File: src/rtl/ycc422_formatter.sv
module ycc422_formatter #(
  parameter int W = 8
) (
  input  logic           clk,
  input  logic           rst,
  input  logic [W-1:0]   y_i,
  input  logic [W-1:0]   c_i,
  input  logic           valid_i,
  output logic           pclk_o,
  output logic [2*W-1:0] bus_o,
  output logic           valid_o,
  output logic           cb_o
);
  localparam int BW = 2 * W;

  logic [W-1:0] y_q, c_q;
  logic         v_q, cb_q;

  assign pclk_o = clk;

  always_ff @(posedge clk) begin
    if (rst) begin
      y_q  <= '0;
      c_q  <= '0;
      v_q  <= 1'b0;
      cb_q <= 1'b0;
    end else begin
      v_q <= valid_i;
      if (valid_i) begin
        y_q  <= y_i;
        c_q  <= c_i;
        cb_q <= ~cb_q;
      end
    end
  end

  // launch stage: outputs move on the falling edge only
  always_ff @(negedge clk) begin
    bus_o   <= {y_q, c_q};
    valid_o <= v_q;
    cb_o    <= cb_q;
  end

  assert_reset_clear_R1: assert property (@(posedge clk)
    $past(rst) |-> (bus_o == '0 && !valid_o && !cb_o));

  assert_data_map_R2: assert property (@(posedge clk) disable iff (rst)
    ($past(!rst) && $past(valid_i)) |->
      (bus_o[BW-1:W] == $past(y_i) && bus_o[W-1:0] == $past(c_i)));

  assert_cb_toggle_R3: assert property (@(posedge clk) disable iff (rst)
    ($past(!rst) && $past(valid_i)) |-> (cb_o != $past(cb_o)));

  assert_data_hold_R4: assert property (@(posedge clk) disable iff (rst)
    ($past(!rst) && $past(!valid_i)) |-> $stable(bus_o));

  assert_cb_hold_R5: assert property (@(posedge clk) disable iff (rst)
    ($past(!rst) && $past(!valid_i)) |-> $stable(cb_o));

  assert_valid_pass_R6: assert property (@(posedge clk) disable iff (rst)
    $past(!rst) |-> (valid_o == $past(valid_i)));
endmodule

File: config.mk
export PLATFORM = sky130hd
export DESIGN_NAME = ycc422_formatter
export DESIGN_NICKNAME = d
export VERILOG_FILES = /design/src/rtl/ycc422_formatter.sv
export SDC_FILE = /design/constraint.sdc
export NUM_CORES = 1
export LEC_CHECK = 0
export ABC_AREA = 1
export BUFFER_PORTS_ARGS = -buffer_cell sky130_fd_sc_hd__buf_2
export CORE_ASPECT_RATIO = 0.6
export CORE_MARGIN = 2
export CORE_UTILIZATION = 44
export DETAILED_ROUTE_END_ITERATION = 8
export PLACE_DENSITY_LB_ADDON = 0.08
export SYNTH_ARGS = -nofsm -noshare
export SYNTH_HDL_FRONTEND = slang
export SYNTH_SLANG_ARGS = --single-unit
File: constraint.sdc
create_clock -name clk -period 0.8 [get_ports clk]
set_input_delay 0.12 -clock clk [delete_from_list [all_inputs] [get_ports clk]]
set_output_delay 0.12 -clock clk [all_outputs]
set_load 0.03 [all_outputs]
==> results of run 1 <==
## cells by family after synthesis
family,count (synthesis),share of synthesized area
buf+inv,25,0.123
simple gates,69,0.234
flops,36,0.644
## state kept, by name, indices dropped and copies added (netlist names)
| signal | flops |
|---|---|
| bus_o | 16 |
| c_q | 8 |
| y_q | 8 |
| cb_o | 1 |
| cb_q | 1 |
| v_q | 1 |
| valid_o | 1 |
## worst max path at each step
| stage | startpoint | slack, ns | to | depth (start not counted) |
|---|---|---|---|---|
| floorplan | bus_o[0]$_DFF_N_ | -0.09 | bus_o[0] | 0 |
| global placement | bus_o[2]$_DFF_N_ | -0.22 | bus_o[2] | 1 |
| detailed placement | bus_o[2]$_DFF_N_ | -0.22 | bus_o[2] | 1 |
| CTS | bus_o[2]$_DFF_N_ | -0.66 | bus_o[2] | 1 |
| global route | bus_o[9]$_DFF_N_ | -0.68 | bus_o[9] | 1 |
| finish | bus_o[2]$_DFF_N_ | -0.65 | bus_o[2] | 1 |
## power groups by stage
stage	Clock, uW	Sequential [uW]	Combinational, uW
after floorplan	331	2110	157
after global placement	301	1980	393
after detailed placement	301	1980	400
after CTS	2300	1960	478
after global routing	2450	1980	515
final	2240	1960	474
## layout make-up
| class | count | area share |
|---|---|---|
| Timing Repair Buffer | 39 | 0.195 |
| Tap cell | 32 | 0.0236 |
| Sequential cell | 36 | 0.465 |
| Clock inverter | 19 | 0.0428 |
| Multi-Input combinational cell | 69 | 0.154 |
| Inverter | 18 | 0.0398 |
| Clock buffer | 10 | 0.0804 |
## per-layer routing
layer	GRT usage	part of all wire	wire length (um)
met2	0.248	0.47	924
met5	0	0	0
met4	0.0902	0.0061	12
met3	0.0689	0.056	110
met1	0.177	0.47	919
## cells in the final DEF, fill, tap and decap left out, drive strengths merged
cell type | netlist | final
inv | 19 | 36
buf | 5 | 39
clkbuf | 1 | 9
nand2 | 34 | 34
dfxtp | 36 | 36
nor2 | 35 | 35
clkinv | 0 | 1
dlygate4sd3 | 0 | 1
## stage by stage
| stage | worst slack (ns) | utilization |
|---|---|---|
| 3_3_place_gp | -0.220 | 0.560 |
| 2_1_floorplan | -0.0882 | - |
| 5_1_grt | -0.679 | 0.692 |
| 6_report | -0.652 | 0.692 |
| 4_1_cts | -0.659 | 0.692 |
| 3_5_place_dp | -0.221 | 0.560 |
## timing repair
action | CTS | global route
resized for setup | 38 | 0
hold endpoints to repair | 1 | 0
setup endpoints to repair | 19 | 18
hold buffers | 1 | 0
cloned | 0 | 0
==> run metrics, run 1 <==
result of the run=complete, but fails checks; failing checks=setup timing; P&R area growth vs syn=51.5%; Hold Violations, Final=0; Maximum Capacitance Violations=0; sequential-to-total area share from yosys stat=0.644; final worst clock skew=between 0.08 and 0.09 ns; slew at the pin closest to its max-slew limit=between 0.2 and 0.3 ns; number of distinct library cells after synthesis=10; total design power=4680 uW; clock latency on the worst-skew pair=0.47 ns; data arrival time of the worst path=1.33 ns; sort of element at the end of the critical path=output pin; power density over the cells=2760 nW/um^2; DIE WIDTH=69.1 um; library cell contributing the largest single delay on the critical path=sky130_fd_sc_hd__dfxtp_4; starting utilization of the core area=0.457; NetSw=1330 uW; Static Leakage=0.000934 uW; multi-input combinational cell area=262 um^2; Setup crit start kind=flip-flop; antenna violations before repair=0; wire length of the first global-routing pass=3.51 mm; total placed cells including tap cells=195; critical path required time=0.68 ns; flip-flop and latch area=788 um^2; maximum net fanout on the critical path=1; PortBufs=37; number of top-level pins=38; biggest cell delay along the critical path=0.34 ns; placed cell area=1370 um^2; clock tree from TritonCTS=done; post-synthesis cell area=1120 um^2; Worst slew margin=0.809; Setup TNS=-11.37 ns; r2r worst-path depth=0; prevailing post-synth register cell=sky130_fd_sc_hd__dfxtp_1; Clk pin slew, worst setup/hold paths=0.07 ns; routed vias/inst=around 4.0; half-perimeter wire length of the detailed placement result=between 1 and 1.5 mm; worst hold path endpoint=c_q[4]$_SDFFE_PP0P_; share of power burned in the clock network=0.479; total grt overflow=0; Critical Path, Cell by Cell=buf_6; average wire per cell in the routed design=8.83 um; worst slack on hold paths=~0.019 ns; Post-Syn Nets=149; family with the most delay on the worst path=flip-flops; Commonest cells post-synth=sky130_fd_sc_hd__dfxtp_1, sky130_fd_sc_hd__nor2_1, sky130_fd_sc_hd__nand2_1; area share of the leading cell type in the synthesized netlist=0.644; top post-synthesis cells by area=sky130_fd_sc_hd__dfxtp_1, sky130_fd_sc_hd__nor2_1, sky130_fd_sc_hd__nand2_1; detailed router's first-iteration violation count=46; sequential power share=0.419; global routing usage summed across all routing layers=0.156; number of vias after detailed routing=893; Core ar.=2450 um^2; final count of pins violating max slew=0; Die Outline Area=2980 um^2; site row count=14; FFs w/ async S/R, synth=0; count of cells along the worst hold path=5; Critical R2R Capture=bus_o[8]$_DFF_N_; fin area=1700 um^2; maximum number of pins on one net before global-route repair=36; source of the worst register-to-register timing path=y_q[0]$_SDFFE_PP0P_; worst path bufs/invs=1; Post-synth EDFFs=0; cell taking the most area after synthesis=sky130_fd_sc_hd__dfxtp_1; number of buffers inserted to repair setup after CTS=0; post-synthesis area per instance=8.61 um^2; Max IR drop VDD=roughly 1800 uV; number of nets in the layout=209; internal power consumption=3350 uW; count of unresolved DRC violations after routing=0; last weighted congestion value of the routability-driven placer=0.624; # setup viols final=18; gate count after technology mapping=130; die height=roughly 43 um; kind of critical path=flip-flop to output pin; number of global-route vias before repair=838; post-route worst setup slack=-0.652 ns; diode count=0; post-detailed-route count of antenna-violating nets=0; beginning of the worst hold path=c_i[4]; number of non-filler instances in the completed layout=223; part of the power in combinational logic=0.101; share of final-layout standard cells stronger than drive strength 1=0.356; drt pass-1 iters=2; number of register bits inferred by synthesis=36; class of the tightest hold or removal check=primary input to flip-flop; DRT Wirelength=between 1.5 and 2 mm; RSZ-0062 raised after global routing=true; filler cell count=197; reg-to-reg slack, setup=0.03 ns; switching part of the total=0.284; most frequently used cell type in the post-synthesis netlist=sky130_fd_sc_hd__dfxtp_1; Yosys warning total=0
Note: power is estimated with default switching activity, not from simulation.
==> inputs of run 2 (changes only) <==
--- a/config.mk
+++ b/config.mk
@@ -11,6 +11,7 @@
 export CORE_MARGIN = 2
 export CORE_UTILIZATION = 44
 export DETAILED_ROUTE_END_ITERATION = 8
+export MAX_ROUTING_LAYER = met4
 export PLACE_DENSITY_LB_ADDON = 0.08
 export SYNTH_ARGS = -nofsm -noshare
 export SYNTH_HDL_FRONTEND = slang
==> run metrics, run 2 (same netlist as run 1, synthesis figures left out) <==
Clk pin slew, worst setup/hold paths=0.07 ns (about the same); cell depth of the worst setup path=1 (unchanged); share of final-layout standard cells stronger than drive strength 1=0.356 (unchanged); failing checks=setup timing; library cell contributing the largest single delay on the critical path=sky130_fd_sc_hd__dfxtp_4; r2r worst-path depth=0 (unchanged); last weighted congestion value of the routability-driven placer=0.628 (+0.77%); share of the core filled with cells=0.692 (unchanged); critical path required time=0.68 ns (about the same); Setup TNS=-11.37 ns (-0.000300 ns); half-perimeter wire length of the detailed placement result=1.24 mm (unchanged); family with the most delay on the worst path=flip-flops; Static Leakage=0.000934 uW (unchanged); result of the run=complete, but fails checks; flip-flop and latch area=788 um^2 (unchanged); total design power=4680 uW (about the same); post-route worst setup slack=-0.651 ns (+0.00117 ns); worst setup path startpoint=bus_o[2]$_DFF_N_; Setup crit start kind=flip-flop; largest registers=bus_o: 16 flops, c_q: 8 flops, y_q: 8 flops; maximum net fanout on the critical path=1 (unchanged); diode count=0 (unchanged); filler cell count=197 (unchanged); detailed router's first-iteration violation count=45 (-2.2%); PortBufs=37 (unchanged); Max IR drop VDD=1770 uV (+0.48%); Die Outline Area=2980 um^2 (unchanged); global routing usage summed across all routing layers=0.161 (+0.00453); power density over the cells=2760 nW/um^2 (about the same); DIE WIDTH=69.1 um (unchanged); Top reg by flops=bus_o; wire length of the first global-routing pass=3.51 mm (unchanged); sort of element at the end of the critical path=output pin; antenna violations before repair=0 (unchanged); count of cells along the worst hold path=5 (unchanged); multi-input combinational cell area=262 um^2 (unchanged); total grt overflow=0 (unchanged); Critical Path, Cell by Cell=buf_6; slew at the pin closest to its max-slew limit=0.288 ns (+0.00267 ns); number of nets in the layout=209 (unchanged); class of the tightest hold or removal check=primary input to flip-flop; # setup viols final=18 (unchanged); maximum number of pins on one net before global-route repair=36 (unchanged); number of vias after detailed routing=899 (+0.67%); source of the worst register-to-register timing path=y_q[0]$_SDFFE_PP0P_; total placed cells including tap cells=195 (unchanged); Core ar.=2450 um^2 (unchanged); worst path bufs/invs=1 (unchanged); P&R area growth vs syn=51.5% (unchanged); number of top-level pins=38 (unchanged); switching part of the total=0.284 (+0.000289); number of global-route vias before repair=841 (+0.36%); sequential power share=0.419 (about the same); routed vias/inst=4.03 (+0.67%); share of power burned in the clock network=0.479 (about the same); reg-to-reg slack, setup=0.03 ns (about the same); final count of pins violating max slew=0 (unchanged); part of the power in combinational logic=0.101 (about the same); number of buffers inserted to repair setup after CTS=0 (unchanged); Worst slew margin=0.808 (-0.00178); final worst clock skew=0.0824 ns (-0.000705 ns); number of non-filler instances in the completed layout=223 (unchanged); data arrival time of the worst path=1.33 ns (about the same); site row count=14 (unchanged); DRT Wirelength=1.95 mm (-0.86%); RSZ-0062 raised after global routing=true; post-detailed-route count of antenna-violating nets=0 (unchanged); count of unresolved DRC violations after routing=0 (unchanged); internal power consumption=3350 uW (about the same); beginning of the worst hold path=c_i[0]; die height=43.1 um (unchanged); clock tree from TritonCTS=done; top library cells by usage in the layout, fill and taps aside=sky130_fd_sc_hd__inv_1, sky130_fd_sc_hd__nor2_1, sky130_fd_sc_hd__nand2_1; kind of critical path=flip-flop to output pin; clock latency on the worst-skew pair=0.47 ns (about the same); Hold Violations, Final=0 (unchanged); biggest cell delay along the critical path=0.33 ns (about the same); average wire per cell in the routed design=8.75 um (-0.86%); starting utilization of the core area=0.457 (unchanged); drt pass-1 iters=4 (+2); Maximum Capacitance Violations=0 (unchanged); number of flip-flops in the largest register=16 (unchanged); Critical R2R Capture=bus_o[8]$_DFF_N_; NetSw=1330 uW (+0.14%); worst hold path endpoint=c_q[0]$_SDFFE_PP0P_
-- run 2: cell counts in the layout (fill, tap and decap cells not counted) --
Identical to the previous run, type by type.
-- run 2: power groups by stage --
stage	sequential (uW)	clock [uW]	combinational, uW
3_3_place_gp	1980	301	393
4_1_cts	1960	2300	478
2_1_floorplan	2110	331	157
6_report	1960	2240	474
3_5_place_dp	1980	301	400
5_1_grt	1980	2450	515
-- run 2: worst max-delay path by stage --
stage,slack (ns),end
3_5_place_dp,-0.22,bus_o[2]
2_1_floorplan,-0.09,bus_o[0]
3_3_place_gp,-0.22,bus_o[2]
6_report,-0.65,bus_o[2]
5_1_grt,-0.68,bus_o[9]
4_1_cts,-0.66,bus_o[2]
-- run 2: timing repair --
action / CTS / global route
hold buffers: 1 / 0
setup endpoints to repair: 19 / 18
gates resized for setup: 38 / 0
endpoints found under the hold margin: 1 / 0
-- run 2: cell type report --
class,instances,share of cell area
Tap cell,32,0.0236
Multi-Input combinational cell,69,0.154
Clock buffer,10,0.0804
Clock inverter,19,0.0428
Timing Repair Buffer,39,0.195
Sequential cell,36,0.465
Inverter,18,0.0398
-- run 2: routing by layer --
metal,share of wire,up-vias,GRT usage
met5,0,-,-
met4,0.0072,0,0.0902
met3,0.054,3,0.0689
met2,0.47,23,0.248
met1,0.47,389,0.177
li1,-,484,-
-- run 2: stage by stage --
step | hold slack [ns] | cell area, um^2 | setup WS [ns]
final | 0.0195 | 1700 | -0.651
after floorplan | 0.191 | 1190 | -0.0882
after global placement | 0.287 | 1370 | -0.220
after CTS | 0.0130 | 1700 | -0.659
after global routing | 0.0261 | 1700 | -0.679
after detailed placement | 0.287 | 1370 | -0.221
==> inputs of run 3 (changes only) <==
--- a/config.mk
+++ b/config.mk
@@ -6,11 +6,11 @@
 export NUM_CORES = 1
 export LEC_CHECK = 0
 export ABC_AREA = 1
-export BUFFER_PORTS_ARGS = -buffer_cell sky130_fd_sc_hd__buf_2
 export CORE_ASPECT_RATIO = 0.6
-export CORE_MARGIN = 2
+export CORE_MARGIN = 4
 export CORE_UTILIZATION = 44
 export DETAILED_ROUTE_END_ITERATION = 8
+export DONT_BUFFER_PORTS = 1
 export MAX_ROUTING_LAYER = met4
 export PLACE_DENSITY_LB_ADDON = 0.08
 export SYNTH_ARGS = -nofsm -noshare
==> run metrics, run 3 (same netlist as run 1, synthesis figures left out) <==
Top reg by flops=bus_o; Worst slew margin=0.806 (-0.00113); Max IR drop VDD=1660 uV (-6.0%); Setup TNS=-7.88 ns (+3.49 ns); final worst clock skew=0.0654 ns (-0.0170 ns); wire length of the first global-routing pass=2.96 mm (-16%); maximum number of pins on one net before global-route repair=36 (unchanged); largest registers=bus_o: 16 flops, c_q: 8 flops, y_q: 8 flops; RSZ-0062 raised after global routing=true; number of top-level pins=38 (unchanged); deepest clock path buffer count=2; worst slack on hold paths=-0.0285 ns (-0.0480 ns); die height=47.1 um (+9.3%); count of unresolved DRC violations after routing=0 (unchanged); last weighted congestion value of the routability-driven placer=0.634 (+0.94%); # setup viols final=18 (unchanged); average wire per cell in the routed design=10.1 um (+16%); post-route worst setup slack=-0.451 ns (+0.201 ns); number of flip-flops in the largest register=16 (unchanged); top library cells by usage in the layout, fill and taps aside=sky130_fd_sc_hd__inv_1, sky130_fd_sc_hd__nor2_1, sky130_fd_sc_hd__nand2_1; antenna violations before repair=0 (unchanged); Hold Buf Count CTS=4 (+3); DIE WIDTH=73.1 um (+5.8%); class of the tightest hold or removal check=primary input to flip-flop; maximum net fanout on the critical path=1 (unchanged); clock tree from TritonCTS=done; Core ar.=2290 um^2 (-6.5%); kind of critical path=flip-flop to output pin; number of global-route vias before repair=680 (-19%); critical path required time=0.68 ns (about the same); slew at the pin closest to its max-slew limit=0.290 ns (+0.00169 ns); share of final-layout standard cells stronger than drive strength 1=0.188 (-0.168); data arrival time of the worst path=1.13 ns (-0.20 ns); routed vias/inst=4.14 (+2.6%); Die Outline Area=3440 um^2 (+16%); failing checks=hold timing, setup timing; Maximum Capacitance Violations=0 (unchanged); total grt overflow=0 (unchanged); result of the run=complete, but fails checks; DRT Wirelength=1.86 mm (-4.5%); total design power=4420 uW (-5.6%); clock buffers created by TritonCTS=5; P&R area growth vs syn=25.4%; detailed router's first-iteration violation count=26 (-42%); setup slack at placement=-0.0968 ns (+0.125 ns); Clk pin slew, worst setup/hold paths=0.07 ns (about the same); Hold Violations, Final=15 (+15); count of H-tree levels built during CTS=2; power density over the cells=3150 nW/um^2 (+14%); final count of pins violating max slew=0 (unchanged); half-perimeter wire length of the detailed placement result=1.15 mm (-7.0%); number of vias after detailed routing=761 (-15%); post-detailed-route count of antenna-violating nets=0 (unchanged); global routing usage summed across all routing layers=0.126 (-0.0349); CTS Root Buffer Type=sky130_fd_sc_hd__clkbuf_8; Setup crit start kind=flip-flop; site row count=13 (-1); drt pass-1 iters=4 (unchanged); diode count=0 (unchanged); fin area=1400 um^2 (-17%); sort of element at the end of the critical path=output pin; number of nets in the layout=172 (-18%); placed cell area=1170 um^2 (-15%); starting utilization of the core area=0.488 (+0.0316); Static Leakage=0.000744 uW (-20%); share of the core filled with cells=0.612 (-0.0797); PortBufs=0 (-100%); number of buffers inserted to repair setup after CTS=0 (unchanged); clock latency on the worst-skew pair=0.34 ns (-0.13 ns); CTS sink count=36
## run 3: path summary, 6_finish.rpt
check / startpoint / slack [ns] / to / cells past startpoint
max: bus_o[5]$_DFF_N_ / -0.45 / bus_o[5] / 0
min: valid_i / -0.03 / c_q[2]$_SDFFE_PP0P_ / 2
max reg2reg: c_q[3]$_SDFFE_PP0P_ / 0.02 / bus_o[3]$_DFF_N_ / 0
min reg2reg: y_q[4]$_SDFFE_PP0P_ / 0.47 / y_q[4]$_SDFFE_PP0P_ / 2
## run 3: routing by layer
| metal | part of all wire | routed length (um) | GRT usage | vias up |
|---|---|---|---|---|
| met4 | 0.011 | 20 | 0.0772 | 0 |
| met5 | 0 | 0 | - | - |
| met2 | 0.46 | 853 | 0.195 | 25 |
| li1 | - | - | - | 411 |
| met1 | 0.46 | 864 | 0.132 | 320 |
| met3 | 0.068 | 126 | 0.0598 | 5 |
## run 3: stage by stage
stage / hold WS (ns) / cells
floorplan: 0.191 / 130
global placement: 0.120 / 155
detailed placement: 0.120 / 155
CTS: -0.0370 / 184
global route: -0.0460 / 184
finish: -0.0285 / 184
## run 3: area by class of cell
type | instances | area, um^2
flip-flops and latches | 36 | 788
well taps | 30 | 37.5
multi-input cells | 69 | 262
clock inverters | 21 | 133
clock buffers | 5 | 68.8
repair buffers | 5 | 47.5
fillers | 210 | 890
inverters | 18 | 67.6
## run 3: timing repair
action	CTS	global route
endpoints found under the hold margin	18	13
setup endpoints to repair	18	18
resized for setup	0	0
## run 3: power by group
part / total, uW / internal (uW) / switching, uW
combinational: 150 / 72.8 / 77.2
clock: 2180 / 1350 / 827
sequential: 2090 / 1920 / 176
